File: src/rtl/evctr_pkg.sv
`timescale 1ns/1ps
package evctr_pkg;
  localparam int CODE_W = 6;
  localparam int FN_W   = 3 + CODE_W;

  typedef struct packed {
    logic              kern;
    logic              user;
    logic              dur;
    logic [CODE_W-1:0] code;
  } fn_t;

  function automatic logic code_ok(input logic [CODE_W-1:0] c);
    return (c <= 6'h0f) || (c >= 6'h12 && c <= 6'h1f) || (c >= 6'h22 && c <= 6'h29);
  endfunction
endpackage

File: src/rtl/evctr_fnreg.sv
`timescale 1ns/1ps
module evctr_fnreg
  import evctr_pkg::*;
(
  input  logic clk,
  input  logic rst,
  input  logic wr_i,
  input  fn_t  wdata_i,
  output fn_t  fn_o,
  output logic err_o
);
  fn_t  fn_q;
  logic err_q;

  always_ff @(posedge clk) begin
    if (rst) begin
      fn_q  <= '0;
      err_q <= 1'b0;
    end else begin
      err_q <= wr_i && !code_ok(wdata_i.code);
      if (wr_i && code_ok(wdata_i.code)) fn_q <= wdata_i;
    end
  end

  assign fn_o  = fn_q;
  assign err_o = err_q;

  // refused code keeps the old function and flags it
  p_bad_code_kept_r3: assert property (@(posedge clk) disable iff (rst)
    (wr_i && !code_ok(wdata_i.code)) |=> (fn_q == $past(fn_q)) && err_q);

  // accepted code is stored without error
  p_good_code_taken_r2: assert property (@(posedge clk) disable iff (rst)
    (wr_i && code_ok(wdata_i.code)) |=> (fn_q == $past(wdata_i)) && !err_q);
endmodule

File: src/rtl/evctr_count.sv
`timescale 1ns/1ps
module evctr_count
  import evctr_pkg::*;
#(
  parameter int CNT_W  = 40,
  parameter int NUM_EV = 64
) (
  input  logic              clk,
  input  logic              rst,
  input  fn_t               fn_i,
  input  logic [NUM_EV-1:0] ev_i,
  input  logic              priv_user_i,
  input  logic              wr_i,
  input  logic [CNT_W-1:0]  wdata_i,
  output logic [CNT_W-1:0]  cnt_o,
  output logic              ovf_o
);
  localparam logic [CNT_W-1:0] ALL_ONES = '1;

  logic [CNT_W-1:0] cnt_q;
  logic             ovf_q;
  logic             prev_q;
  logic             ev_sel, mode_ok, hit, inc;

  always_comb begin
    ev_sel  = ev_i[fn_i.code];
    mode_ok = priv_user_i ? fn_i.user : fn_i.kern;
    hit     = fn_i.dur ? ev_sel : (ev_sel & ~prev_q);
    inc     = mode_ok & code_ok(fn_i.code) & hit;
  end

  always_ff @(posedge clk) begin
    if (rst) begin
      cnt_q  <= '0;
      ovf_q  <= 1'b0;
      prev_q <= 1'b0;
    end else begin
      prev_q <= ev_sel;
      ovf_q  <= 1'b0;
      if (wr_i) begin
        cnt_q <= wdata_i;
      end else if (inc) begin
        cnt_q <= cnt_q + CNT_W'(1);
        ovf_q <= (cnt_q == ALL_ONES);
      end
    end
  end

  assign cnt_o = cnt_q;
  assign ovf_o = ovf_q;

  // a wrap pulse only appears with the counter at zero
  p_wrap_zero_r7: assert property (@(posedge clk) disable iff (rst)
    ovf_q |-> (cnt_q == '0));

  // a write lands unchanged and never pulses overflow
  p_write_wins_r8: assert property (@(posedge clk) disable iff (rst)
    wr_i |=> (cnt_q == $past(wdata_i)) && !ovf_q);

  // mode flag clear for the current mode freezes the counter
  p_mode_filter_r4: assert property (@(posedge clk) disable iff (rst)
    (!wr_i && !(priv_user_i ? fn_i.user : fn_i.kern)) |=> (cnt_q == $past(cnt_q)));

  // no count while the selected line stays high in occurrence mode
  p_occ_once_r5: assert property (@(posedge clk) disable iff (rst)
    (!wr_i && !fn_i.dur && prev_q) |=> (cnt_q == $past(cnt_q)));

  // without a write the counter moves by at most one
  p_unit_step_r6: assert property (@(posedge clk) disable iff (rst)
    !wr_i |=> (cnt_q == $past(cnt_q)) || (cnt_q == $past(cnt_q) + CNT_W'(1)));
endmodule

File: src/rtl/evctr_top.sv
`timescale 1ns/1ps
module evctr_top
  import evctr_pkg::*;
#(
  parameter  int CNT_W   = 40,
  parameter  int NUM_CTR = 2,
  localparam int NUM_EV  = 1 << CODE_W,
  localparam int SEL_W   = $clog2(2 * NUM_CTR),
  localparam int RD_W    = (NUM_CTR > 1) ? $clog2(NUM_CTR) : 1
) (
  input  logic               clk,
  input  logic               rst,
  input  logic               priv_user,
  input  logic [NUM_EV-1:0]  ev_in,
  input  logic               reg_wr,
  input  logic [SEL_W-1:0]   reg_sel,
  input  logic [CNT_W-1:0]   reg_wdata,
  input  logic [RD_W-1:0]    rd_sel,
  output logic [CNT_W-1:0]   rd_data,
  output logic [NUM_CTR-1:0] ovf,
  output logic               fn_err
);
  logic [CNT_W-1:0]   cnt_arr [NUM_CTR];
  logic [NUM_CTR-1:0] err_vec;
  logic [CNT_W-1:0]   rd_q;

  for (genvar g = 0; g < NUM_CTR; g++) begin : g_ctr
    fn_t  fn;
    logic fn_wr, ct_wr;

    assign fn_wr = reg_wr && (reg_sel == SEL_W'(g));
    assign ct_wr = reg_wr && (reg_sel == SEL_W'(NUM_CTR + g));

    evctr_fnreg u_fn (
      .clk     (clk),
      .rst     (rst),
      .wr_i    (fn_wr),
      .wdata_i (fn_t'(reg_wdata[FN_W-1:0])),
      .fn_o    (fn),
      .err_o   (err_vec[g])
    );

    evctr_count #(.CNT_W(CNT_W), .NUM_EV(NUM_EV)) u_cnt (
      .clk         (clk),
      .rst         (rst),
      .fn_i        (fn),
      .ev_i        (ev_in),
      .priv_user_i (priv_user),
      .wr_i        (ct_wr),
      .wdata_i     (reg_wdata),
      .cnt_o       (cnt_arr[g]),
      .ovf_o       (ovf[g])
    );
  end

  always_ff @(posedge clk) begin
    if (rst) rd_q <= '0;
    else     rd_q <= cnt_arr[rd_sel];
  end

  assign rd_data = rd_q;
  assign fn_err  = |err_vec;

  // an error pulse always follows a register write
  p_err_after_write_r3: assert property (@(posedge clk) disable iff (rst)
    fn_err |-> $past(reg_wr));

  // overflow bits are single-cycle pulses
  p_ovf_pulse_r7: assert property (@(posedge clk) disable iff (rst)
    (ovf != '0) |=> ((ovf & $past(ovf)) == '0));
endmodule

File: config.mk
export PLATFORM = sky130hd
export DESIGN_NAME = evctr_top
export DESIGN_NICKNAME = d
export VERILOG_FILES = /design/src/rtl/evctr_pkg.sv /design/src/rtl/evctr_fnreg.sv /design/src/rtl/evctr_count.sv /design/src/rtl/evctr_top.sv
export SDC_FILE = /design/constraint.sdc
export NUM_CORES = 1
export LEC_CHECK = 0
export BUFFER_PORTS_ARGS = -buffer_cell sky130_fd_sc_hd__buf_2
export CAP_MARGIN = 20
export CORE_MARGIN = 3
export CORE_UTILIZATION = 40
export CTS_CLUSTER_DIAMETER = 120
export DETAILED_ROUTE_END_ITERATION = 8
export PLACE_DENSITY = 0.68
export SLEW_MARGIN = 10
export SYNTH_ARGS = -nofsm -noshare
export SYNTH_HDL_FRONTEND = slang
export SYNTH_SLANG_ARGS = --single-unit
File: constraint.sdc
create_clock -name clk -period 2.7 [get_ports clk]
set_clock_uncertainty 0.15 [all_clocks]
set_input_delay 0.405 -clock clk [delete_from_list [all_inputs] [get_ports clk]]
set_output_delay 0.405 -clock clk [all_outputs]
set_load 0.03 [all_outputs]
==> impl_metrics.json, run 1 <==
{
  "insertion_delay_ps": 440,
  "synth_seq_area_share_pct": 35.2,
  "coreArea_mm2": 0.0198,
  "avgSynthCellArea_um2": 8.60,
  "p_per_area_mw_per_mm2": 515,
  "yosysUniqueCellTypes": 53,
  "p_leak_nw": 4.18,
  "portBuffers": 153,
  "async_flop_share_pct": 0,
  "use_met3_pct": 4.35,
  "grt-ovfl-total": 0,
  "dp_hpwl_um": 18300,
  "clockBufferDepth": 2,
  "fmax_ghz": 0.362,
  "r2r-start": "g_ctr[0].u_fn.fn_o[1]",
  "start_util_pct": 41.5,
  "max-cap-violations": 0,
  "worstSetupPathType": "reg2reg",
  "synthFlopType": "dfxtp_1",
  "failed_checks": "negative setup slack",
  "timing.final.ws_setup_ps": -64.5,
  "drc_errors": 0,
  "drt_wl_total_um": 26600,
  "busiest_layer": "met2",
  "critPathCaptureType": "flop",
  "dr.pass1.iters": 6,
  "min_from": "reg_wdata[28]",
  "initialDrtViolationCount": 868,
  "layout_commonest_cell": "buf_2",
  "reg2reg_slack_ps": -60,
  "die_w_um": 149,
  "vias_per_cell": 5.98,
  "place.gp.congestion": 0.955,
  "vdd_drop_max_mv": 0.436,
  "outcome": "finished with violations",
  "hold_viol_final": 0,
  "rsz0062_at_grt": "yes",
  "fp.dieArea_mm2": 0.0223,
  "setup_viol": 9,
  "required_ps": 2910,
  "io_pins": 154,
  "antenna_found_initial": 1,
  "use_met1_pct": 30.4,
  "r2r_cells": 12,
  "met2_usage_pct": 34.4,
  "mostFrequentLayoutCells": "153 x buf_2, 139 x dfxtp_1, 98 x mux2i_1",
  "synth_edf_count": 0,
  "crit_arrival_ps": 2970,
  "drtAntennaViolNets": 0,
  "wl_per_cell_um": 18.8,
  "pre_cts_slack_ps": -78.4,
  "fin_crit_ps": 2760,
  "clk_pin_slew_ps": 60,
  "syn_area_mm2": 0.00820,
  "synth_warnings": 0,
  "placementRows": 51,
  "syn2layout_area_growth_pct": 29.6,
  "vias": 8486,
  "total_power_mw": 5.48,
  "die_y_um": 149,
  "cts_root_buffer": "clkbuf_16",
  "max_slew_margin_pct": 56.6,
  "grt_start_max_net_pins": 50,
  "syn_nets": 1067,
  "hold_end": "g_ctr[0].u_cnt.cnt_o[28]",
  "clock_sinks": 144,
  "cts_hold_buf": 0,
  "hold_path_class": "in2reg",
  "cp_max_fo": 9,
  "htree_levels": 4,
  "first_global_vias": 7519,
  "cts_tree": "yes",
  "fin_nets": 1255,
  "netlist_instances": 954,
  "grt_pass1_wl_um": 38900,
  "startpoint_type": "flop",
  "worst_slew_pin_slew_ps": 651,
  "drive_gt1_share_pct": 28.8,
  "synth.ff_latch_count": 144,
  "hold_depth": 3,
  "finalMaxSlewViolations": 0,
  "timing.rr.end": "g_ctr[0].u_cnt.cnt_o[31]",
  "min_period_over_period_pct": 102,
  "grt_use_total_pct": 22.0,
  "cts_buffers": 17
}
-- stage by stage --
step / cell area (um2) / utilization (%) / setup TNS, ps / hold WS, ps / cells
4_1_cts: 10100 / 51.2 / 0 / 52.4 / 1389
5_1_grt: 10600 / 53.7 / -2640 / 73.3 / 1420
6_report: 10600 / 53.7 / -322 / 78.3 / 1420
3_5_place_dp: 9490 / 48.0 / -1540 / 344 / 1355
2_1_floorplan: 8200 / - / 0 / 301 / 954
3_3_place_gp: 9490 / 48.0 / -338 / 326 / 1355
-- layout make-up --
cell class                 count  area, um2
antenna                        1       2.50
clock buffer                  19        433
sequential                   144       2890
multi-input combinational    724       5050
clock inverter                12        166
fill                        1865       9150
inverter                      11       41.3
tap                          265        332
timing repair buffer         244       1710
-- timing repair --
action / 4_1_cts / 5_1_grt
gates cloned: 0 / 6
buffers inserted: 3 / 24
pin swaps: 1 / 32
resized for setup: 6 / 53
setup endpoints to repair: 42 / 62
-- synthesized netlist by cell type (3+ instances only) --
cell / n / area, um2
a211oi_1: 4 / 30.0
a21oi_1: 18 / 90.1
a22oi_1: 9 / 67.6
a31oi_1: 63 / 394
and2_1: 4 / 25.0
and3_1: 17 / 106
and4_1: 8 / 70.1
buf_1: 9 / 33.8
buf_2: 13 / 65.1
buf_4: 5 / 37.5
buf_6: 4 / 45.0
clkbuf_1: 42 / 158
dfxtp_1: 144 / 2880
inv_1: 11 / 41.3
mux2i_1: 102 / 1020
mux4_2: 16 / 360
nand2_1: 56 / 210
nand2b_1: 5 / 31.3
nand3_1: 38 / 190
nand4_1: 22 / 138
nand4_2: 3 / 37.5
nor2_1: 74 / 278
nor2b_1: 9 / 56.3
nor3_1: 11 / 55.1
nor3b_1: 3 / 22.5
nor4_1: 11 / 68.8
o21ai_0: 106 / 531
o31a_1: 5 / 43.8
o31ai_1: 34 / 255
or2_2: 7 / 43.8
or3_1: 32 / 200
or4_1: 35 / 263
xor2_1: 7 / 61.3
-- worst max path at each step --
stage | slack, ps | to | cells past startpoint | start
global placement | -30 | g_ctr[1].u_cnt.cnt_o[3] | 8 | g_ctr[1].u_fn.fn_o[1]
floorplan | 210 | g_ctr[1].u_cnt.cnt_o[1] | 10 | g_ctr[1].u_fn.fn_o[1]
global route | -120 | g_ctr[0].u_cnt.cnt_o[19] | 11 | g_ctr[0].u_fn.fn_o[1]
detailed placement | -80 | g_ctr[1].u_cnt.cnt_o[6] | 8 | g_ctr[1].u_fn.fn_o[1]
finish | -60 | g_ctr[0].u_cnt.cnt_o[31] | 12 | g_ctr[0].u_fn.fn_o[1]
CTS | 10 | g_ctr[0].u_cnt.cnt_o[31] | 12 | g_ctr[0].u_fn.fn_o[1]
-- flip-flops by register name, summed over array words and instances (netlist names) --
name	flops
g_ctr.u_cnt.prev_q	2
g_ctr.u_cnt.ovf_o	2
g_ctr.u_cnt.cnt_o	80
rd_data	40
g_ctr.u_fn.err_o	2
g_ctr.u_fn.fn_o	18
-- critical path, stage by stage, from the launching register on --
cell and delay [ps]:
dfxtp_2 320, buf_12 140, buf_16 130, buf_4 130, mux2i_1 110, a22oi_1 230, nand3_1 100, nand4_1 150
buf_6 150, nand4_1 220, buf_12 230, or4_4 430, a31oi_4 180
-- layer usage --
| metal | wire length [um] | part of all wire (%) |
|---|---|---|
| met2 | 12400 | 47 |
| met1 | 11700 | 44 |
| met3 | 1960 | 7.4 |
| met4 | 609 | 2.3 |
| met5 | 0 | 0 |
-- logic make-up (layout without fill, tap and decap cells) --
kind of cell	Yosys count	after routing	synth area share, %
AO/OA/AOI/OAI	247	247	18.0
XOR/XNOR	8	8	0.854
adder cells (fa/ha/maj)	2	2	0.305
buffers and inverters	86	286	4.79
flip-flops	144	144	35.2
multiplexers	121	121	17.6
other	0	1	0
AND/OR/NAND/NOR	346	346	23.2
-- power by group --
part           switching [mW]  internal, mW  leakage [nW]
clock network           0.920          1.53         0.297
logic                   0.389         0.316          2.70
registers              0.0996          2.22          1.18
Note: power is estimated with default switching activity, not from simulation.
==> inputs of run 2 (changes only) <==
BUFFER_PORTS_ARGS = -buffer_cell sky130_fd_sc_hd__buf_4   (was -buffer_cell sky130_fd_sc_hd__buf_2)
==> run 2 against run 1 <==
Effect of this change: the flow now finishes without violations; wire length is 1.5% lower; non-clock buffer count fell by 23; final cell count shrank 1.6%; core utilization rose by 0.76 points; sequential power about the same; design area is 1.4% higher; global-route usage increased by 0.30 points; combinational power rose by 2%; worst setup slack better by 88 ps; clock power grew 7%; critical path type unchanged; largest cell class unchanged.
==> impl_metrics.json, run 2 (synthesis results as in run 1) <==
{
  "drtAntennaViolNets": 0,
  "crit_arrival_ps": 2880,
  "whs_ps": 33.5,
  "cp_max_fo": 47,
  "syn2layout_area_growth_pct": 31.4,
  "post_dp_cell_area_mm2": 0.00984,
  "io_pins": 154,
  "cts_buffers": 17,
  "startpoint_type": "flop",
  "vias_per_cell": 5.99,
  "min_period_over_period_pct": 99.1,
  "worst_slew_pin_slew_ps": 735,
  "first_global_vias": 7618,
  "fin_nets": 1232,
  "worstSetupPathType": "reg2reg",
  "vdd_drop_max_mv": 0.417,
  "setup_viol": 0,
  "max-cap-violations": 0,
  "portBuffers": 153,
  "power_frac_seq_pct": 41.0,
  "swShare_pct": 25.5,
  "timing.rr.end": "g_ctr[1].u_cnt.cnt_o[29]",
  "die_w_um": 149,
  "dp_hpwl_um": 18800,
  "r2r_cells": 8,
  "clock_sinks": 144,
  "p_leak_nw": 4.12,
  "intPower_mw": 4.23,
  "grt_use_total_pct": 22.3,
  "grt-ovfl-total": 0,
  "drive_gt1_share_pct": 27.3,
  "mostFrequentLayoutCells": "202 x buf_4, 139 x dfxtp_1, 102 x o21ai_0",
  "largest_register_ffs": 80,
  "multiInputGateArea_mm2": 0.00503,
  "hold_depth": 2,
  "switching_power_mw": 1.45,
  "dr.pass1.iters": 7,
  "start_util_pct": 41.5,
  "cts_tree": "yes",
  "cts_root_buffer": "clkbuf_16",
  "clk_pin_slew_ps": 60,
  "fillerInstances": 1854,
  "drt_wl_total_um": 26200,
  "rsz0062_at_grt": "yes",
  "post-route-cell-area_mm2": 0.0108,
  "wl_per_cell_um": 18.8,
  "fin_crit_ps": 2680,
  "coreArea_mm2": 0.0198,
  "clockBufferDepth": 2,
  "grt_pass1_wl_um": 39800,
  "vias": 8370,
  "placementRows": 51,
  "required_ps": 2900,
  "layout_commonest_cell": "buf_4",
  "initialDrtViolationCount": 788,
  "fp.dieArea_mm2": 0.0223,
  "clockPowerShare_pct": 46.3,
  "antenna_cells": 0,
  "setup-tns-final_ps": 0,
  "insertion_delay_ps": 430,
  "max_slew_margin_pct": 51.0,
  "final-seq-area_mm2": 0.00290,
  "grt_start_max_net_pins": 49,
  "r2r-start": "g_ctr[1].u_fn.fn_o[1]",
  "hold_end": "g_ctr[1].u_fn.err_o",
  "fmax_ghz": 0.374,
  "antenna_found_initial": 0,
  "drc_errors": 0,
  "htree_levels": 4,
  "hold_path_class": "in2reg",
  "outcome": "finished, final reports clean",
  "total_power_mw": 5.68,
  "reg2reg_slack_ps": 20,
  "finalMaxSlewViolations": 0,
  "min_from": "reg_sel[1]",
  "p_per_area_mw_per_mm2": 526,
  "place.gp.congestion": 0.879,
  "critPathCaptureType": "flop",
  "comb_power_share_pct": 12.7,
  "die_y_um": 149,
  "hold_viol_final": 0
}
run 2: cell count changes in the layout (fill, tap and decap cells not counted), sizes merged:
cell	previous run	this run
bufinv	4	5
diode	1	0
clkbuf	23	21
clkinvlp	1	4
buf	240	218
clkinv	6	4
run 2: final cells by class:
class / count / area share (%)
multi-input combinational: 724 / 46.7
inverter: 11 / 0.383
clock inverter: 14 / 1.97
tap: 265 / 3.08
sequential: 144 / 26.9
clock buffer: 18 / 4.07
timing repair buffer: 221 / 16.9
run 2: timing repair:
| action | CTS | global route |
|---|---|---|
| endpoints found under the hold margin | 0 | 0 |
| gates cloned | 0 | 3 |
| setup endpoints to repair | 40 | 76 |
| gates resized for setup | 2 | 39 |
| pin swaps | 0 | 18 |
| hold buffers | 0 | 0 |
| buffers inserted | 0 | 8 |
run 2: per-layer routing:
layer | GRT usage, % | up-vias | share of wire, %
met5 | 0 | - | 0
met4 | 4.99 | 0 | 1.4
met3 | 4.89 | 42 | 7.2
met2 | 36.7 | 342 | 48
met1 | 30.2 | 3993 | 44
li1 | - | 3993 | -
run 2: how the worst max path moves through the flow:
stage / start / to / slack, ps / cells past startpoint
final: g_ctr[1].u_fn.fn_o[1] / g_ctr[1].u_cnt.cnt_o[29] / 20 / 8
after floorplan: g_ctr[1].u_fn.fn_o[1] / g_ctr[1].u_cnt.cnt_o[1] / 210 / 10
after detailed placement: g_ctr[1].u_fn.fn_o[1] / g_ctr[1].u_cnt.cnt_o[6] / -110 / 8
after global placement: g_ctr[1].u_fn.fn_o[1] / g_ctr[1].u_cnt.cnt_o[6] / -60 / 8
after global routing: g_ctr[1].u_fn.fn_o[1] / g_ctr[1].u_cnt.cnt_o[1] / -50 / 8
after CTS: g_ctr[1].u_fn.fn_o[2] / g_ctr[1].u_cnt.cnt_o[7] / 10 / 8
run 2: power by group through the flow:
| stage | clock network (mW) | logic [mW] | registers (mW) |
|---|---|---|---|
| global route | 2.74 | 0.783 | 2.34 |
| global placement | 0 | 0.687 | 2.37 |
| floorplan | 0 | 0.355 | 2.38 |
| detailed placement | 0 | 0.698 | 2.37 |
| CTS | 2.66 | 0.701 | 2.32 |
| finish | 2.63 | 0.720 | 2.33 |
run 2: worst max-delay path, stage by stage, from the launching register on:
cell     delay [ps]
dfxtp_4         390
mux4_2          350
mux2i_1         110
o31a_1          280
nor3_2          200
a22oi_2         170
buf_12          200
or4_1           520
a31oi_1         190
run 2: through the flow:
step                      setup slack [ps]  std cells  util (%)
after global routing                 -54.6       1397      54.5
after global placement               -56.3       1354      49.7
final                                 23.6       1397      54.5
after floorplan                        211        954         -
after detailed placement              -108       1354      49.7
after CTS                             11.0       1386      53.0
